<file path="src/rtl/tap_pkg.sv">
package tap_pkg;
  localparam int TAP_W = 16;
  typedef logic [TAP_W-1:0] tap_t;

  // room left in the requested direction
  function automatic logic tap_hits_top(input tap_t tap, input tap_t ceil);
    return tap >= ceil;
  endfunction

  function automatic logic tap_hits_floor(input tap_t tap, input tap_t flr);
    return tap <= flr;
  endfunction

  function automatic tap_t tap_next(input tap_t tap, input logic up);
    return up ? tap + tap_t'(1) : tap - tap_t'(1);
  endfunction
endpackage

</file>
<file path="src/rtl/tap_seq.sv">
module tap_seq
  import tap_pkg::*;
(
  input  logic clk,
  input  logic rst_n,
  input  logic adj_strobe,
  input  tap_t step_cnt,
  input  logic step_up,
  input  logic at_top,
  input  logic at_floor,
  output logic busy,
  output logic dir_up,
  output logic step_fire
);
  tap_t remain_q;
  logic busy_q, dir_q;
  logic accept, blocked;

  assign accept    = !busy_q && adj_strobe && (step_cnt != '0);
  assign blocked   = dir_q ? at_top : at_floor;
  assign step_fire = busy_q && (remain_q != '0) && !blocked;

  always_ff @(posedge clk) begin
    if (!rst_n) begin
      busy_q   <= 1'b0;
      dir_q    <= 1'b0;
      remain_q <= '0;
    end else if (!busy_q) begin
      if (accept) begin
        busy_q   <= 1'b1;
        dir_q    <= step_up;
        remain_q <= step_cnt;
      end
    end else if (step_fire) begin
      remain_q <= remain_q - tap_t'(1);
    end else begin
      busy_q <= 1'b0;
    end
  end

  assign busy   = busy_q;
  assign dir_up = dir_q;


  strobe_while_busy_ignored_chk: assert property (@(posedge clk) disable iff (!rst_n)
    (busy_q && adj_strobe) |=> $stable(dir_q));

  idle_holds_chk: assert property (@(posedge clk) disable iff (!rst_n)
    (!busy_q && !adj_strobe) |=> !busy_q);
endmodule

</file>
<file path="src/rtl/tap_reg.sv">
module tap_reg
  import tap_pkg::*;
#(
  parameter int TAP_MAX = 511
) (
  input  logic clk,
  input  logic rst_n,
  input  tap_t floor_tap,
  input  logic step_fire,
  input  logic dir_up,
  output tap_t tap_val,
  output logic at_top,
  output logic at_floor,
  output logic tap_inc,
  output logic tap_dec
);
  localparam tap_t CEIL = tap_t'(TAP_MAX);

  tap_t tap_q;
  logic inc_q, dec_q;

  assign at_top   = tap_hits_top(tap_q, CEIL);
  assign at_floor = tap_hits_floor(tap_q, floor_tap);

  always_ff @(posedge clk) begin
    if (!rst_n) begin
      tap_q <= floor_tap;
      inc_q <= 1'b0;
      dec_q <= 1'b0;
    end else begin
      inc_q <= step_fire && dir_up;
      dec_q <= step_fire && !dir_up;
      if (step_fire) tap_q <= tap_next(tap_q, dir_up);
    end
  end

  assign tap_val = tap_q;
  assign tap_inc = inc_q;
  assign tap_dec = dec_q;


  pulse_exclusive_chk: assert property (@(posedge clk) disable iff (!rst_n)
    $onehot0({inc_q, dec_q}));

  inc_moves_one_chk: assert property (@(posedge clk) disable iff (!rst_n)
    inc_q |-> (tap_q == $past(tap_q) + tap_t'(1)));

  no_overflow_chk: assert property (@(posedge clk) disable iff (!rst_n)
    tap_q <= CEIL);

  no_underflow_chk: assert property (@(posedge clk) disable iff (!rst_n)
    dec_q |-> ($past(tap_q) > $past(floor_tap)));
endmodule

</file>
<file path="src/rtl/delay_tap_stepper.sv">
module delay_tap_stepper
  import tap_pkg::*;
#(
  parameter int TAP_MAX = 511
) (
  input  logic        clk,
  input  logic        rst_n,
  input  logic [15:0] floor_tap,
  input  logic [15:0] step_cnt,
  input  logic        step_up,
  input  logic        adj_strobe,
  output logic        done,
  output logic [15:0] tap_val,
  output logic        tap_inc,
  output logic        tap_dec
);
  logic busy, dir_up, step_fire, at_top, at_floor;

  tap_seq u_seq (
    .clk(clk), .rst_n(rst_n), .adj_strobe(adj_strobe),
    .step_cnt(step_cnt), .step_up(step_up),
    .at_top(at_top), .at_floor(at_floor),
    .busy(busy), .dir_up(dir_up), .step_fire(step_fire)
  );

  tap_reg #(.TAP_MAX(TAP_MAX)) u_reg (
    .clk(clk), .rst_n(rst_n), .floor_tap(floor_tap),
    .step_fire(step_fire), .dir_up(dir_up),
    .tap_val(tap_val), .at_top(at_top), .at_floor(at_floor),
    .tap_inc(tap_inc), .tap_dec(tap_dec)
  );

  assign done = !busy;


  done_tap_stable_chk: assert property (@(posedge clk) disable iff (!rst_n)
    (done && !adj_strobe) |=> $stable(tap_val));

  zero_count_stays_done_chk: assert property (@(posedge clk) disable iff (!rst_n)
    (done && adj_strobe && step_cnt == 16'd0) |=> done);
endmodule

</file>
<file path="config.mk">
export PLATFORM = sky130hd
export DESIGN_NAME = delay_tap_stepper
export DESIGN_NICKNAME = d
export VERILOG_FILES = /design/src/rtl/tap_pkg.sv /design/src/rtl/tap_seq.sv /design/src/rtl/tap_reg.sv /design/src/rtl/delay_tap_stepper.sv
export SDC_FILE = /design/constraint.sdc
export NUM_CORES = 1
export LEC_CHECK = 0
export CORE_MARGIN = 2
export CORE_UTILIZATION = 58
export CTS_CLUSTER_DIAMETER = 80
export DETAILED_ROUTE_END_ITERATION = 12
export PLACE_DENSITY = 0.91
export SYNTH_ARGS = -nofsm -noshare
export SYNTH_HDL_FRONTEND = slang
export SYNTH_HIERARCHICAL = 1
export SYNTH_SLANG_ARGS = --single-unit
</file>
<file path="constraint.sdc">
create_clock -name clk -period 5.4 [get_ports clk]
set_input_delay 1.08 -clock clk [delete_from_list [all_inputs] [get_ports clk]]
set_output_delay 1.08 -clock clk [all_outputs]
set_load 0.01 [all_outputs]
</file>
# --- After elaboration in Yosys (flattened, before gate mapping) ---
# Index checks and enable logic that the tools add are counted.
word_totals:
  register_bits: 36
  input_bits: 36
  output_inout_bits: 19
  word_cells: 38
classes:
  add_sub_neg: 3
  n_lt_le_gt_ge: 2
  n_eq_ne: 2
  muxes: 10
  bitwise_logic: 1
  reduce_logical: 14
ops:
  columns: ["cell", "n"]
  rows:
  - ["16-bit 2-to-1 mux", 6]
  - ["16-bit nonzero test", 2]
  - ["16-bit by 1-bit subtractor with 16-bit output (second input constant)", 2]
  - ["16-bit by 1-bit adder with 16-bit output (second input constant)", 1]
  - ["16-bit by 9-bit >= comparator with 1-bit output (second input constant)", 1]
  - ["16-bit <= comparator", 1]
  - ["1-bit logical AND", 6]
  - ["1-bit 2-to-1 mux", 4]
  - ["2-bit by 1-bit != test with 1-bit output (second input constant)", 2]
  - ["2-bit AND reduction", 2]
  - ["1-bit zero test", 3]
  - ["2-bit nonzero test", 1]
  - ["1-bit NOT", 1]

# --- Longest topological paths before layout ---
# Gate-level depths: netlist of the first run.
depth:
  depth_word: 6
  depth_mapped: 14
  mapped_depth_nobuf: 14

# --- By module ---
# The synthesis of the first run kept the hierarchy.
modules_own_cells:
  columns: ["module", "n_inst", "cells_per_inst", "area_each_um2", "seq_area_each_um2"]
  rows:
  - ["tap_reg", 1, 210, 1893.1, 520.5]
  - ["tap_seq", 1, 149, 1192.4, 360.3]
  - ["delay_tap_stepper", 1, 1, 3.8, 0.0]

# --- Least setup slack after synthesis of the first run ---
# OpenSTA, ideal clock, no wires.
synth_timing:
  kind: "in2reg"
  from: "input port floor_tap[13]"
  to: "register u_reg.tap_q[0], in the netlist u_reg/tap_val[0], enable pin"
  setup_time_ns: 0.366
  t_arrival_ns: 3.076
  required_time_ns: 5.034
  path_slack_ns: 1.958
  cell_stages: 11
  path_buffers: 1
  path_cell_list: "inv_1 ha_1 nand4_1 or2_2 or3_1 o21ai_0 mux2i_1 o311ai_4 inv_2 buf_6 nand2b_1"
synth_between:
  elab_chain_len: 5
synth_rtl:
  columns: ["element", "line", "rtl"]
  rows:
  - ["start, declared", "delay_tap_stepper.sv:8", "input logic [15:0] floor_tap,"]
  - ["16-bit <= comparator", "tap_pkg.sv:11", "return tap <= flr;"]
  - ["net at_floor", "delay_tap_stepper.sv:17", "logic busy, dir_up, step_fire, at_top, at_floor;"]
  - ["1-bit 2-to-1 mux", "tap_seq.sv:20", "assign blocked = dir_q ? at_top : at_floor;"]
  - ["1-bit zero test", "tap_seq.sv:21", "assign step_fire = busy_q && (remain_q != '0) && !blocked;"]
  - ["1-bit logical AND", "tap_seq.sv:21", null]
  - ["net step_fire", "delay_tap_stepper.sv:17", null]
  - ["2-bit by 1-bit != test with 1-bit output (no line)", null, null]
  - ["end signal, assigned", "tap_reg.sv:27", "tap_q <= floor_tap;"]
  - ["end signal, assigned", "tap_reg.sv:33", "if (step_fire) tap_q <= tap_next(tap_q, dir_up);"]
  - ["end, declared", "tap_reg.sv:19", "tap_t tap_q;"]
# The timed path passes the listed nets, and every way through them passes these cells.
# A chain may end at the register's enable or synchronous reset.

# --- Worst setup path in the final report of the first run ---
layout_timing:
  from: "input port floor_tap[1]"
  to: "register u_reg.tap_q[0], in the netlist u_reg/tap_val[0], enable pin"
# Same word-level chain as after synthesis.

==> results.sh, run 1 <==
export IMPL_setup_tns_ns=0
export IMPL_synth_main_ff_cell="dfxtp_1"
export IMPL_grt_pass1_wl_um=14270
export IMPL_regArea_um2=880.8
export IMPL_rr_endpoint="u_reg/tap_val[0]$_DFFE_PP_"
export IMPL_reg2reg_from="u_seq/remain_q[0]$_SDFFE_PN0P_"
export IMPL_synth_cells=360
export IMPL_dr_pass1_iters=5
export IMPL_clock_sinks=36
export IMPL_max_freq_mhz=229.1
export IMPL_worst_setup_path_type="input pin to register"
export IMPL_die_x_um=76.98
export IMPL_rsz0062_at_grt="no"
export IMPL_htreeDepth=2
export IMPL_drt_iter0_markers=344
export IMPL_cts_root_buffer="clkbuf_8"
export IMPL_ctsHoldBuffers=0
export IMPL_ys_seq_area_frac=0.2851
export IMPL_die_area_um2=5926
export IMPL_finalHoldViolations=0
export IMPL_syn2layout_area_growth_pct=21.47
export IMPL_insertion_delay_ns=0.29
export IMPL_final_cell_mix="clkdlybuf4s50_1 (54), a21oi_1 (35), ha_1 (31)"
export IMPL_ff2ff_path_depth=7
export IMPL_worstPathArrival_ns=4.23
export IMPL_via_per_inst=6.579
export IMPL_synth_edf_count=16
export IMPL_multi_input_area_um2=2016
export IMPL_crit_path_end="u_reg/tap_val[0]$_DFFE_PP_"
export IMPL_whs_ns=0.5193
export IMPL_drt_wl_total_um=8803
export IMPL_routabilityCongestion=0.9374
export IMPL_final_core_util=0.7300
export IMPL_grt_max_degree=23
export IMPL_syn_area_per_cell_um2=8.581
export IMPL_async_flop_share=0
export IMPL_cts_buffers=5
export IMPL_die_height_um=76.98
export IMPL_grt_overflow_total=0
export IMPL_crit_start="floor_tap[1]"
export IMPL_clk_pin_slew_ns=0.08
export IMPL_start_util=0.6010
export IMPL_end_kind="register"
export IMPL_synth_nets=428
export IMPL_cts_tree="yes"
export IMPL_leakage_nw=1.565
export IMPL_drv_slew=0
export IMPL_finalPower_mw=1.280
export IMPL_ys_types=64
export IMPL_fp_row_count=26
export IMPL_antenna_found_initial=0
export IMPL_dpl_hpwl_um=6549
export IMPL_clockBufferDepth=2
export IMPL_status="completed"
export IMPL_routedWlPerCell_um=18.34
export IMPL_cts_repair_resize_count=0
export IMPL_cellPowerDensity_nw_per_um2=341.0
export IMPL_period_needed_ns=4.364
export IMPL_required_ns=5.26
export IMPL_vdd_drop_max_uv=225.3
export IMPL_netlist_area_um2=3089
export IMPL_cts_setup_buffers=0
export IMPL_hp_class="register to register"
export IMPL_placed_area_um2=3660
export IMPL_antenna_left=0
export IMPL_setup_viol=0
export IMPL_grt_util_all_layers=0.2975
export IMPL_fin_nets=477
export IMPL_core_area_um2=5140
export IMPL_antenna_cells=0
export IMPL_io_pin_count=55
export IMPL_critPathMaxFanout=16
export IMPL_fin_skew_ns=0.01088
export IMPL_vias=3158
export IMPL_grt_pass1_vias=2956
export IMPL_max_cap_violations=0
export IMPL_fill_cells=419
export IMPL_worstMarginPinSlew_ns=0.7831
export IMPL_yosysWarnings=6
export IMPL_critical_path_startpoint_type="input pin"
export IMPL_final_common_cell="clkdlybuf4s50_1"
export IMPL_relSlewSlack=0.4779
export IMPL_synth_seq_cells=36
export IMPL_drcViolationCount=0
export IMPL_finish_instance_area_um2=3752
export IMPL_fin_crit_sh=0.8082
export IMPL_io_buffers=54
export IMPL_r2r_slack_ns=1.74
export IMPL_drive_above_1_share=0.06341
[where the power goes]
part / internal, mW / switching, mW / total [mW]
clock: 0.102 / 0.0959 / 0.198
combinational: 0.303 / 0.366 / 0.669
sequential: 0.347 / 0.0666 / 0.413
[synthesized netlist by cell type, types with 4 or more instances]
cell	n	area [um2]
a41o_1	4	40.04
edfxtp_1	16	480.5
nor2b_1	6	37.54
o21ai_0	16	80.08
nor2_1	17	63.81
xor2_1	6	52.55
nand4_1	8	50.05
a31oi_1	5	31.28
dfxtp_1	20	400.4
inv_1	30	112.6
nand2_1	26	97.59
a21o_1	13	97.59
a21oi_1	35	175.2
nor3_1	10	50.05
mux2i_1	10	100.1
clkbuf_1	9	33.78
nor4_1	6	37.54
nand2b_1	4	25.02
nand3_1	6	30.03
ha_1	31	387.9
o21a_1	6	45.04
xnor2_1	6	52.55
or4_1	5	37.54
o22ai_1	4	25.02
[sequential cells by signal, indices dropped and copies added (netlist names)]
| name | flops |
|---|---|
| u_reg/tap_dec | 1 |
| u_reg/tap_inc | 1 |
| u_seq/dir_up | 1 |
| u_seq/remain_q | 16 |
| u_seq/busy | 1 |
| u_reg/tap_val | 16 |
[cell type report]
class | instances | share of cell area
tap | 70 | 0.02334
multi-input combinational | 278 | 0.5372
timing repair buffer | 56 | 0.1480
clock buffer | 6 | 0.02201
clock inverter | 2 | 0.002668
sequential | 36 | 0.2347
inverter | 32 | 0.03201
[how the worst min path moves through the flow]
stage	cells after the start	endpoint	from	slack, ns
final	2	u_seq/remain_q[8]$_SDFFE_PN0P_	u_seq/remain_q[8]$_SDFFE_PN0P_	0.52
after detailed placement	2	u_seq/remain_q[8]$_SDFFE_PN0P_	u_seq/remain_q[8]$_SDFFE_PN0P_	0.49
after floorplan	2	u_seq/remain_q[8]$_SDFFE_PN0P_	u_seq/remain_q[8]$_SDFFE_PN0P_	0.45
after CTS	2	u_seq/remain_q[8]$_SDFFE_PN0P_	u_seq/remain_q[8]$_SDFFE_PN0P_	0.50
after global routing	2	u_seq/remain_q[8]$_SDFFE_PN0P_	u_seq/remain_q[8]$_SDFFE_PN0P_	0.51
after global placement	2	u_seq/remain_q[8]$_SDFFE_PN0P_	u_seq/remain_q[8]$_SDFFE_PN0P_	0.48
[per-layer routing]
metal / vias up / GRT usage / part of all wire
met2: 175 / 0.5175 / 0.48
met4: 0 / 0.08571 / 0.025
met5: - / 0 / 0
met1: 1499 / 0.3754 / 0.41
met3: 28 / 0.05765 / 0.089
li1: 1456 / - / -
[stage by stage]
| step | worst slack (ns) | cells |
|---|---|---|
| floorplan | 1.958 | 360 |
| global placement | 1.056 | 472 |
| detailed placement | 0.9109 | 472 |
| CTS | 1.162 | 480 |
| global route | 0.8917 | 480 |
| finish | 1.036 | 480 |
[kinds of logic (layout without fill, tap and decap cells)]
logic type                 Yosys count  after routing  synth area share
DFF                                 36             36            0.2851
AOI/OAI and AO/OA                  122            122            0.2778
buffers and inverters               46             96           0.06237
and+or+nand+nor                    101            101            0.1725
adders and majority gates           32             32            0.1320
muxes                               11             11           0.03605
xor gates and xnor gates            12             12           0.03402
[critical path, stage by stage]
cell and delay (ns):
clkdlybuf4s50_1 0.46, inv_1 0.07, ha_1 0.30, nor2b_1 0.14
o21a_1 0.17, o21a_1 0.17, o21bai_1 0.26, a21oi_1 0.11
o21ai_0 0.20, mux2i_1 0.14, o311ai_4 0.24, inv_2 0.28
nand2b_1 0.59
(Power assumes the default switching activity.)
==> run 2, diff against run 1 <==
Settings changed: CORE_UTILIZATION 58 to 49, PLACE_DENSITY 0.91 to 0.82.
Clock period 5.4 ns to 3.9 ns, I/O delays scaled along.
==> results.sh, run 2 (synthesis results as in run 1) <==
export IMPL_status="completed"
export IMPL_syn2layout_area_growth_pct=22.72
export IMPL_critical_path_startpoint_type="input pin"
export IMPL_vdd_drop_max_uv=232.0
export IMPL_ctsHoldBuffers=0
export IMPL_die_area_um2=6956
export IMPL_dr_pass1_iters=6
export IMPL_vias=3023
export IMPL_grt_max_degree=42
export IMPL_clk_pin_slew_ns=0.08
export IMPL_met2_usage=0.3827
export IMPL_leakage_nw=1.582
export IMPL_start_util=0.5157
export IMPL_pwr_share_comb=0.504
export IMPL_setup_tns_ns=0
export IMPL_max_cap_violations=0
export IMPL_grt_overflow_total=0
export IMPL_top_usage_layer="met2"
export IMPL_internal_power_mw=1.090
export IMPL_cts_buffers=5
export IMPL_period_needed_ns=3.343
export IMPL_met3_usage=0.03777
export IMPL_power_switching_mw=0.7225
export IMPL_dpl_hpwl_um=6091
export IMPL_worstMarginPinSlew_ns=0.7747
export IMPL_die_x_um=83.40
export IMPL_antenna_left=0
export IMPL_seqPwrFrac=0.314
export IMPL_end_kind="register"
export IMPL_drive_above_1_share=0.06796
export IMPL_fp_row_count=28
export IMPL_finish_instance_area_um2=3791
export IMPL_grt_util_all_layers=0.2353
export IMPL_clockBufferDepth=2
export IMPL_finalNonFillerCells=487
export IMPL_htreeDepth=2
export IMPL_hold_depth=2
export IMPL_placed_area_um2=3681
export IMPL_swShare=0.3986
export IMPL_drt_wl_total_um=8255
export IMPL_insertion_delay_ns=0.29
export IMPL_drt_iter0_markers=247
export IMPL_antenna_found_initial=0
export IMPL_io_buffers=54
export IMPL_core_area_um2=5991
export IMPL_worstPathArrival_ns=3.32
export IMPL_ff2ff_path_depth=8
export IMPL_final_cell_mix="clkdlybuf4s50_1 (54), a21oi_1 (35), ha_1 (31)"
export IMPL_hp_class="register to register"
export IMPL_grt_pass1_vias=2776
export IMPL_power_frac_clock=0.182
export IMPL_rsz0062_at_grt="no"
export IMPL_fin_crit_sh=0.8572
export IMPL_cts_repair_resize_count=0
export IMPL_io_pin_count=55
export IMPL_worst_setup_path_type="input pin to register"
export IMPL_finalHoldViolations=0
export IMPL_cts_tree="yes"
export IMPL_fill_cells=476
export IMPL_routabilityCongestion=0.8677
export IMPL_cts_root_buffer="clkbuf_8"
export IMPL_die_height_um=83.40
export IMPL_dpl_cell_count=479
export IMPL_setup_viol=0
export IMPL_cellPowerDensity_nw_per_um2=478.1
export IMPL_grt_pass1_wl_um=13640
export IMPL_critPathMaxFanout=16
export IMPL_max_freq_mhz=299.1
export IMPL_relSlewSlack=0.4828
export IMPL_via_per_inst=6.207
export IMPL_drcViolationCount=0
export IMPL_fin_nets=479
export IMPL_met1_usage=0.3313
export IMPL_antenna_cells=0
export IMPL_routedWlPerCell_um=16.95
export IMPL_final_common_cell="clkdlybuf4s50_1"
export IMPL_drv_slew=0
export IMPL_fin_skew_ns=0.003420
export IMPL_required_ns=3.88
export IMPL_clock_sinks=36
export IMPL_cts_setup_buffers=0
-- run 2: cell count changes in the layout (fill, tap and decap cells not counted) --
cell       delta
buf_4         +2
bufinv_16     +1
clkbuf_8      -1
clkinv_2      -1
inv_4         +1
-- run 2: metrics by stage --
step | setup WS [ns] | hold WS (ns) | util | total power, mW
floorplan | 0.7576 | 0.4520 | - | 1.187
global placement | 0.3481 | 0.4718 | 0.6145 | 1.451
detailed placement | 0.3024 | 0.4792 | 0.6145 | 1.469
CTS | 0.5965 | 0.5075 | 0.6328 | 1.805
global route | 0.3846 | 0.5427 | 0.6328 | 1.936
finish | 0.5569 | 0.5012 | 0.6328 | 1.812
-- run 2: power by group through the flow --
stage / Clock, mW / Combinational, mW / Sequential [mW]
floorplan: 0 / 0.623 / 0.565
global placement: 0 / 0.877 / 0.574
detailed placement: 0 / 0.894 / 0.575
CTS: 0.335 / 0.903 / 0.567
global route: 0.351 / 1.00 / 0.582
finish: 0.330 / 0.914 / 0.568
-- run 2: layout make-up --
class	instances	area (um2)	share of cell area
tap	75	93.84	0.02475
clock inverter	3	41.29	0.01089
sequential	36	880.8	0.2323
multi-input combinational	278	2016	0.5317
timing repair buffer	58	570.5	0.1505
clock buffer	5	68.82	0.01815
inverter	32	120.1	0.03168
-- run 2: final timing paths --
check / startpoint / end / slack (ns)
setup reg to reg: u_seq/dir_up$_SDFFE_PN0P_ / u_reg/tap_val[14]$_DFFE_PP_ / 0.90
setup / recovery: floor_tap[13] / u_reg/tap_val[0]$_DFFE_PP_ / 0.56
hold reg to reg: u_seq/remain_q[8]$_SDFFE_PN0P_ / u_seq/remain_q[8]$_SDFFE_PN0P_ / 0.50
hold / removal: u_seq/remain_q[8]$_SDFFE_PN0P_ / u_seq/remain_q[8]$_SDFFE_PN0P_ / 0.50
-- run 2: critical path, cell delays in order --
cell,delay (ns)
clkdlybuf4s50_1,0.46
inv_1,0.05
ha_1,0.30
nand4_1,0.16
or2_2,0.34
a21oi_1,0.12
o21ai_0,0.08
mux2i_1,0.21
o311ai_4,0.15
inv_2,0.27
nand2b_1,0.14
buf_4,0.25
-- run 2: routing by layer --
layer / vias to the layer above / routed length [um] / part of all wire
li1: 1462 / - / -
met1: 1420 / 3685 / 0.45
met2: 131 / 3922 / 0.48
met3: 10 / 546 / 0.066
met4: 0 / 100 / 0.012
met5: - / 0 / 0
==> run 3, diff against run 2 <==
Settings changed: CORE_MARGIN 2 to not set, SETUP_SLACK_MARGIN set to 0.15.
==> results.sh, run 3 (synthesis results as in run 1) <==
export IMPL_status="completed"
export IMPL_routedWlPerCell_um=17.57
export IMPL_core_area_um2=5991
export IMPL_max_cap_violations=0
export IMPL_cts_root_buffer="clkbuf_8"
export IMPL_drt_wl_total_um=8592
export IMPL_relSlewSlack=0.5035
export IMPL_fin_nets=481
export IMPL_drive_above_1_share=0.07246
export IMPL_end_kind="register"
export IMPL_whs_ns=0.4948
export IMPL_critical_path_startpoint_type="input pin"
export IMPL_ctsHoldBuffers=0
export IMPL_drt_iter0_markers=282
export IMPL_die_height_um=81.40
export IMPL_die_area_um2=6626
export IMPL_met2_usage=0.4517
export IMPL_grt_max_degree=23
export IMPL_vias=3108
export IMPL_cts_tree="yes"
export IMPL_period_needed_ns=3.320
export IMPL_antenna_found_initial=0
export IMPL_critPathMaxFanout=16
export IMPL_fin_crit_sh=0.8513
export IMPL_cts_buffers=5
export IMPL_top_usage_layer="met2"
export IMPL_io_pin_count=55
export IMPL_dr_pass1_iters=5
export IMPL_hp_class="register to register"
export IMPL_htreeDepth=2
export IMPL_worstMarginPinSlew_ns=0.7437
export IMPL_dpl_hpwl_um=6352
export IMPL_fp_row_count=28
export IMPL_clock_sinks=36
export IMPL_dpl_cell_count=481
export IMPL_insertion_delay_ns=0.29
export IMPL_via_per_inst=6.356
export IMPL_place_ws_ns=0.3009
export IMPL_antenna_cells=0
export IMPL_final_common_cell="clkdlybuf4s50_1"
export IMPL_met3_usage=0.03933
export IMPL_finalNonFillerCells=489
export IMPL_syn2layout_area_growth_pct=24.63
export IMPL_worstPathArrival_ns=3.30
export IMPL_met1_usage=0.3657
export IMPL_worst_setup_path_type="input pin to register"
export IMPL_grt_util_all_layers=0.2748
export IMPL_grt_pass1_wl_um=13830
export IMPL_start_util=0.5157
export IMPL_antenna_left=0
export IMPL_drv_slew=0
export IMPL_worst_slack_ns=0.5799
export IMPL_drcViolationCount=0
export IMPL_die_x_um=81.40
export IMPL_cts_setup_buffers=0
export IMPL_rsz0062_at_grt="no"
export IMPL_setup_tns_ns=0
export IMPL_leakage_nw=1.610
export IMPL_max_freq_mhz=301.2
export IMPL_routabilityCongestion=0.8795
export IMPL_clk_pin_slew_ns=0.08
export IMPL_cts_repair_resize_count=0
export IMPL_cellPowerDensity_nw_per_um2=502.2
export IMPL_finalHoldViolations=0
export IMPL_grt_pass1_vias=2887
export IMPL_vdd_drop_max_uv=316.4
export IMPL_finalPower_mw=1.934
export IMPL_clockBufferDepth=2
export IMPL_setup_viol=0
export IMPL_io_buffers=54
export IMPL_required_ns=3.88
export IMPL_grt_overflow_total=0
export IMPL_final_cell_mix="clkdlybuf4s50_1 (54), a21oi_1 (35), ha_1 (31)"
export IMPL_fin_skew_ns=0.008962
==> run 3: changes by cell type in the layout (fill, tap and decap cells not counted) <==
cell       change
buf_4          +2
bufinv_16      +1
clkbuf_16      +1
clkinv_2       -1
inv_4          -1
==> run 3: cell type report <==
class / instances / area [um2]
clock buffer: 6 / 93.84
inverter: 32 / 120.1
multi-input combinational: 278 / 2016
clock inverter: 2 / 60.06
sequential: 36 / 880.8
fill: 483 / 2141
timing repair buffer: 60 / 585.6
tap: 75 / 93.84
==> run 3: path summary, 6_finish.rpt <==
kind,from,to,slack [ns],cells past startpoint
min reg2reg,u_seq/remain_q[8]$_SDFFE_PN0P_,u_seq/remain_q[8]$_SDFFE_PN0P_,0.49,2
max,floor_tap[13],u_reg/tap_val[0]$_DFFE_PP_,0.58,12
max reg2reg,u_seq/dir_up$_SDFFE_PN0P_,u_reg/tap_val[12]$_DFFE_PP_,0.93,8
min,u_seq/remain_q[8]$_SDFFE_PN0P_,u_seq/remain_q[8]$_SDFFE_PN0P_,0.49,2
==> run 3: per-stage QoR <==
| stage | area [um2] | utilization |
|---|---|---|
| final | 3850 | 0.6426 |
| after global placement | 3696 | 0.6170 |
| after floorplan | 3089 | - |
| after global routing | 3850 | 0.6426 |
| after CTS | 3850 | 0.6426 |
| after detailed placement | 3696 | 0.6170 |
==> run 3: metal layers <==
layer,share of wire,up-vias
li1,-,1475
met1,0.43,1442
met2,0.47,170
met3,0.080,21
met4,0.022,0
met5,0,-
==> run 3: report_power, final <==
part	switching (mW)	leakage (nW)	internal, mW
Clock	0.144	0.0765	0.294
Combinational	0.504	1.21	0.424
Sequential	0.0870	0.323	0.479
Total	0.736	1.61	1.20
==> run 3: critical path, stage by stage <==
cell and delay [ns]:
clkdlybuf4s50_1 0.45, inv_1 0.06, ha_1 0.30, nand4_1 0.16, or2_2 0.34, a21oi_1 0.14
o21ai_0 0.09, mux2i_1 0.24, o311ai_4 0.16, inv_2 0.20, nand2b_1 0.13, buf_4 0.24
